<file path="src/rtl/pkt_stamp_pkg.sv">
package pkt_stamp_pkg;
   typedef enum logic [1:0] {
      SEL_CTRL = 2'd0,
      SEL_LO   = 2'd1,
      SEL_HI   = 2'd2,
      SEL_RSVD = 2'd3
   } stamp_sel_e;

   localparam int CTRL_EN_BIT    = 0;
   localparam int CTRL_VALID_BIT = 1;
   localparam int SEL_W          = 2;
endpackage

</file>
<file path="src/rtl/stamp_addr_dec.sv">
module stamp_addr_dec
   import pkt_stamp_pkg::*;
#(
   parameter int NUM_CH = 2,
   parameter int ADDR_W = 4
) (
   input  logic              reg_wr,
   input  logic              reg_rd,
   input  logic [ADDR_W-1:0] reg_addr,
   output logic [NUM_CH-1:0] wr_ctrl,
   output logic [NUM_CH-1:0] rd_hi
);
   localparam int CH_W = ADDR_W - SEL_W;

   logic [CH_W-1:0] ch_idx;
   stamp_sel_e      sel;

   assign ch_idx = reg_addr[ADDR_W-1:SEL_W];
   assign sel    = stamp_sel_e'(reg_addr[SEL_W-1:0]);

   for (genvar c = 0; c < NUM_CH; c++) begin : g_dec
      assign wr_ctrl[c] = reg_wr && (ch_idx == CH_W'(c)) && (sel == SEL_CTRL);
      assign rd_hi[c]   = reg_rd && (ch_idx == CH_W'(c)) && (sel == SEL_HI);
   end
endmodule

</file>
<file path="src/rtl/stamp_chan.sv">
module stamp_chan #(
   parameter int TIME_W = 64
) (
   input  logic              clk,
   input  logic              rst_n,
   input  logic [TIME_W-1:0] time_in,
   input  logic              evt,
   input  logic              wr_ctrl,
   input  logic              wr_en_val,
   input  logic              rd_hi,
   output logic              en,
   output logic              valid,
   output logic [TIME_W-1:0] stamp
);
   logic take;

   // the high-word read has priority, so the event is lost on that edge
   assign take = en && evt && !valid && !rd_hi;

   always_ff @(posedge clk) begin
      if (!rst_n) begin
         en    <= 1'b0;
         valid <= 1'b0;
         stamp <= '0;
      end else begin
         if (wr_ctrl) en <= wr_en_val;
         if (rd_hi) begin
            valid <= 1'b0;
         end else if (take) begin
            valid <= 1'b1;
            stamp <= time_in;
         end
      end
   end
endmodule

</file>
<file path="src/rtl/stamp_rdmux.sv">
module stamp_rdmux
   import pkt_stamp_pkg::*;
#(
   parameter int TIME_W = 64,
   parameter int WORD_W = 32,
   parameter int NUM_CH = 2,
   parameter int ADDR_W = 4
) (
   input  logic                           clk,
   input  logic                           rst_n,
   input  logic                           reg_rd,
   input  logic [ADDR_W-1:0]              reg_addr,
   input  logic [NUM_CH-1:0]              en_vec,
   input  logic [NUM_CH-1:0]              valid_vec,
   input  logic [NUM_CH-1:0][TIME_W-1:0]  stamps,
   output logic [WORD_W-1:0]              reg_rdata
);
   localparam int CH_W = ADDR_W - SEL_W;

   logic [CH_W-1:0]   ch_idx;
   stamp_sel_e        sel;
   logic [WORD_W-1:0] word;

   assign ch_idx = reg_addr[ADDR_W-1:SEL_W];
   assign sel    = stamp_sel_e'(reg_addr[SEL_W-1:0]);

   always_comb begin
      word = '0;
      for (int c = 0; c < NUM_CH; c++) begin
         if (ch_idx == CH_W'(c)) begin
            unique case (sel)
               SEL_CTRL: begin
                  word[CTRL_EN_BIT]    = en_vec[c];
                  word[CTRL_VALID_BIT] = valid_vec[c];
               end
               SEL_LO:   word = stamps[c][WORD_W-1:0];
               SEL_HI:   word = WORD_W'(stamps[c] >> WORD_W);
               SEL_RSVD: word = '0;
            endcase
         end
      end
   end

   always_ff @(posedge clk) begin
      if (!rst_n)      reg_rdata <= '0;
      else if (reg_rd) reg_rdata <= word;
   end
endmodule

</file>
<file path="src/rtl/pkt_stamp_latch.sv">
module pkt_stamp_latch
   import pkt_stamp_pkg::*;
#(
   parameter int TIME_W = 64,
   parameter int WORD_W = 32,
   parameter int NUM_CH = 2,
   parameter int ADDR_W = 4
) (
   input  logic              clk,
   input  logic              rst_n,
   input  logic [TIME_W-1:0] time_in,
   input  logic [NUM_CH-1:0] evt,
   input  logic              reg_wr,
   input  logic              reg_rd,
   input  logic [ADDR_W-1:0] reg_addr,
   input  logic [WORD_W-1:0] reg_wdata,
   output logic [WORD_W-1:0] reg_rdata,
   output logic [NUM_CH-1:0] pending
);
   localparam int CH_W = ADDR_W - SEL_W;

   if (TIME_W <= WORD_W || TIME_W > 2 * WORD_W) begin : g_bad_time_w
      $error("TIME_W must span more than one and at most two words");
   end
   if (CH_W < 1 || NUM_CH < 1 || NUM_CH > (1 << CH_W)) begin : g_bad_ch
      $error("NUM_CH does not fit the channel field of reg_addr");
   end
   if (WORD_W < 2) begin : g_bad_word
      $error("WORD_W must hold the control flags");
   end

   logic [NUM_CH-1:0]             wr_ctrl;
   logic [NUM_CH-1:0]             rd_hi;
   logic [NUM_CH-1:0]             en_vec;
   logic [NUM_CH-1:0]             valid_vec;
   logic [NUM_CH-1:0][TIME_W-1:0] stamps;
   logic                          unused_wbits;

   assign unused_wbits = ^reg_wdata[WORD_W-1:1];

   stamp_addr_dec #(.NUM_CH(NUM_CH), .ADDR_W(ADDR_W)) u_dec (
      .reg_wr  (reg_wr),
      .reg_rd  (reg_rd),
      .reg_addr(reg_addr),
      .wr_ctrl (wr_ctrl),
      .rd_hi   (rd_hi)
   );

   for (genvar c = 0; c < NUM_CH; c++) begin : g_ch
      stamp_chan #(.TIME_W(TIME_W)) u_chan (
         .clk      (clk),
         .rst_n    (rst_n),
         .time_in  (time_in),
         .evt      (evt[c]),
         .wr_ctrl  (wr_ctrl[c]),
         .wr_en_val(reg_wdata[CTRL_EN_BIT]),
         .rd_hi    (rd_hi[c]),
         .en       (en_vec[c]),
         .valid    (valid_vec[c]),
         .stamp    (stamps[c])
      );
   end

   stamp_rdmux #(
      .TIME_W(TIME_W), .WORD_W(WORD_W), .NUM_CH(NUM_CH), .ADDR_W(ADDR_W)
   ) u_rd (
      .clk      (clk),
      .rst_n    (rst_n),
      .reg_rd   (reg_rd),
      .reg_addr (reg_addr),
      .en_vec   (en_vec),
      .valid_vec(valid_vec),
      .stamps   (stamps),
      .reg_rdata(reg_rdata)
   );

   assign pending = valid_vec;
endmodule

</file>
<file path="config.mk">
export PLATFORM = sky130hd
export DESIGN_NAME = pkt_stamp_latch
export DESIGN_NICKNAME = d
export VERILOG_FILES = /design/src/rtl/pkt_stamp_pkg.sv /design/src/rtl/stamp_addr_dec.sv /design/src/rtl/stamp_chan.sv /design/src/rtl/stamp_rdmux.sv /design/src/rtl/pkt_stamp_latch.sv
export SDC_FILE = /design/constraint.sdc
export NUM_CORES = 1
export LEC_CHECK = 0
export BUFFER_PORTS_ARGS = -buffer_cell sky130_fd_sc_hd__buf_2
export CAP_MARGIN = 25
export CORE_MARGIN = 3
export CORE_UTILIZATION = 30
export CTS_CLUSTER_DIAMETER = 200
export DETAILED_ROUTE_END_ITERATION = 10
export REMOVE_ABC_BUFFERS = 1
export SLEW_MARGIN = 40
export SYNTH_ARGS = -nofsm -noshare
export SYNTH_HDL_FRONTEND = slang
export SYNTH_HIERARCHICAL = 1
export SYNTH_SLANG_ARGS = --single-unit
</file>
<file path="constraint.sdc">
create_clock -name clk -period 2.16 [get_ports clk]
set_clock_uncertainty 0.05 [all_clocks]
set_input_delay 0.432 -clock clk [delete_from_list [all_inputs] [get_ports clk]]
set_output_delay 0.432 -clock clk [all_outputs]
set_load 0.05 [all_outputs]
</file>
==> run_results.csv <==
group,metric,value,unit
pwr,vdd_drop_max,0.000354,V
routing,via_per_inst,4.75,
worst_setup_path,r2r_cells,3,
yosys,synth_cells,813,
cells_and_area,n_fill_cell,2558,
sta,timing.fmax,604,MHz
cts,clock_latency,0.42,ns
cells_and_area,fin_util,35.8,%
outcome,status,"complete, no violations",
worst_setup_path,rrSetupSlack,0.80,ns
worst_setup_path,rr_startpoint,"g_ch[0].u_chan/valid$_SDFFE_PP0P_",
worst_setup_path,crit_fanout,30,
worst_setup_path,critPathSlowestCell,"and4bb_4",
worst_setup_path,crit_path_start_kind,"input pin",
worst_setup_path,worst-path-stages,6,
yosys,synth_area,0.00764,sq mm
cts,cts_inserted_buffers,17,
place,dp_hpwl,11700,um
worst_setup_path,worstSetupEndpointType,"register",
yosys,yosys.area.top_type,"dfxtp_1",
yosys,synth_seq_cells,164,
sta,tns,0,ns
cts,cts_tree,"done",
worst_setup_path,crit_buf_inv,2,
global_route,grt_pass1_vias,5588,
routing,wire_per_inst,15.2,um
pwr,power.density,759,mW/mm^2
routing,ant_nets,0,
global_route,grt_max_degree,66,
die,dieArea,0.0274,sq mm
sta,tightest_slew,0.695,ns
global_route,grt_pass1_wl,29600,um
cts,cts_max_path_buffers,2,
cells_and_area,drive_above_1_share,23.7,%
yosys,ys_seq_area_share,43.0,%
die,fp.dieW,166,um
die,rows,57,
die,die_h,166,um
cells_and_area,regArea,0.00328,sq mm
worst_setup_path,startpoint,"reg_addr[3]",
cts,path_clk_slew,0.07,ns
sta,report.final.hold_viol_count,0,
die,coreArea,0.0247,sq mm
global_route,grtUsageTotal,13.8,%
min_path,hp-class,"in -> reg",
cts,root_buffer,"clkbuf_16",
routing,drt_iter0_drc,311,
sta,rsz0062_at_grt,"false",
worst_setup_path,reg2reg_to,"g_ch[0].u_chan/stamp[4]$_SDFFE_PN0P_",
sta,slew_violations,0,
yosys,ys_types,32,
cells_and_area,n_antenna_cell,0,
place,gp_congestion,0.719,
worst_setup_path,worstPathCellList,"buf_2, and4bb_2, and2b_2, and4bb_4, buf_12, mux2i_1",
sta,period_needed,1.66,ns
routing,vias,5819,
cts,post_cts_resized,0,
flow_run,maxCapViolCount,0,
global_route,grt_antenna_before_repair,1,
worst_setup_path,worstSetupPathType,"in -> reg",
cells_and_area,area_growth,15.8,%
cells_and_area,multiInputGateArea,0.00371,sq mm
place,numPortBuffers,108,
cells_and_area,mostFrequentLayoutCells,"nand2_1, dfxtp_1, mux2i_1, buf_2, o21ai_0",
routing,wl,18600,um
worst_setup_path,endpoint,"g_ch[0].u_chan/stamp[4]$_SDFFE_PN0P_",
die,start_util,31.0,%
yosys,synth.area.top_cells,"dfxtp_1, mux2i_1, nand2_1",
routing,remaining_drc_errors,0,
cts,hold_buffers,0,
global_route,grt.overflow.total,0,
sta,setup_viol,0,
cts,post_cts.repair.setup_buffers,0,
sta,slew_headroom,53.7,%
routing,first_pass_iters,4,
cells_and_area,nets,998,
worst_setup_path,max_stage_delay,0.38,ns
yosys,yosysTopAreaCellShare,43.0,%
cells_and_area,final_common_cell,"nand2_1",
cts,cts_max_level,4,
yosys,synth_warnings,6,
worst_setup_path,critPathTopFamily,"simple AND/OR/NAND/NOR gates",
sta,period_share,76.7,%
pwr,p_leak,3.24,nW
yosys,syn_area_per_cell,9.40,sq um
worst_setup_path,cp.required,2.45,ns
cts,cts_sinks,164,
die,io_pins,140,
worst_setup_path,crit_arrival,1.95,ns
-- area by class of cell --
cell class	instances	share of cell area, %
Timing Repair Buffer	129	9.55
Clock inverter	10	1.10
Tap cell	324	4.58
Sequential cell	164	37.1
Inverter	3	0.127
Clock buffer	22	5.59
Multi-Input combinational cell	574	41.9
-- worst min-delay path by stage --
stage                                                     start                               endpoint  slack, ns  cells after the start
after floorplan           g_ch[0].u_chan/stamp[62]$_SDFFE_PN0P_  g_ch[0].u_chan/stamp[62]$_SDFFE_PN0P_       0.38                      2
after global placement    g_ch[1].u_chan/stamp[24]$_SDFFE_PN0P_  g_ch[1].u_chan/stamp[24]$_SDFFE_PN0P_       0.39                      2
after detailed placement  g_ch[0].u_chan/stamp[63]$_SDFFE_PN0P_  g_ch[0].u_chan/stamp[63]$_SDFFE_PN0P_       0.40                      2
after CTS                                           time_in[47]  g_ch[0].u_chan/stamp[47]$_SDFFE_PN0P_       0.18                      3
after global routing                                time_in[19]  g_ch[1].u_chan/stamp[19]$_SDFFE_PN0P_       0.19                      3
final                                               time_in[47]  g_ch[0].u_chan/stamp[47]$_SDFFE_PN0P_       0.21                      3
-- metrics by stage --
step	hold WS, ns	area, sq um	instances	setup slack (ns)	power, W
finish	0.214	8840	1226	0.504	0.00671
global route	0.190	8840	1226	0.442	0.00701
CTS	0.183	8840	1226	0.523	0.00685
detailed placement	0.396	8250	1194	0.0760	0.00375
global placement	0.392	8250	1194	0.118	0.00374
floorplan	0.384	6990	741	-1.44	0.00342
-- state kept, by name, summed over array words and instances (netlist names) --
name	cells
g_ch.u_chan/en	2
g_ch.u_chan/stamp	128
g_ch.u_chan/valid	2
u_rd/reg_rdata	32
-- power breakdown --
group / switching (W) / total [W] / internal (W) / leakage [nW]
logic: 0.000406 / 0.000589 / 0.000183 / 1.64
clock network: 0.00129 / 0.00304 / 0.00175 / 0.273
registers: 0.0000201 / 0.00308 / 0.00306 / 1.33
total: 0.00172 / 0.00671 / 0.00499 / 3.24
-- worst reg2reg max path: stages, from the launching register on --
cell      delay (ns)
dfxtp_1         0.34
and4bb_4        0.37
buf_12          0.25
mux2i_1         0.28
-- cell usage after synthesis (all sizes together) --
cell and number:
inv 3, mux2i 130, nand2 260, a32oi 2
a221oi 2, o221a 2, nor2b 4, a22oi 30
and2 3, a22o 60, nor3b 2, and4bb 4
o21ai 34, a21oi 32, nor2 4, and4b 1
ha 3, dfxtp 164, clkbuf 34, buf 38
and2b 1
-- layer usage --
metal | GRT usage (%) | up-vias | wire length, um
met3 | 3.72 | 12 | 800
li1 | - | 2962 | -
met2 | 23.0 | 94 | 8840
met1 | 17.9 | 2749 | 8800
met5 | 0 | - | 13
met4 | 3.29 | 2 | 138
-- cells by family (layout without fill, tap and decap cells) --
family          Yosys count  in the layout  synth area share [%]
compound gates          162            162                  16.0
fa+ha+maj                 3              3                 0.491
buf+inv                  75            164                  8.65
flops                   164            164                  43.0
mux                     130            130                  17.0
simple gates            279            279                  14.9
No activity file was read; power rests on OpenSTA's default activity.
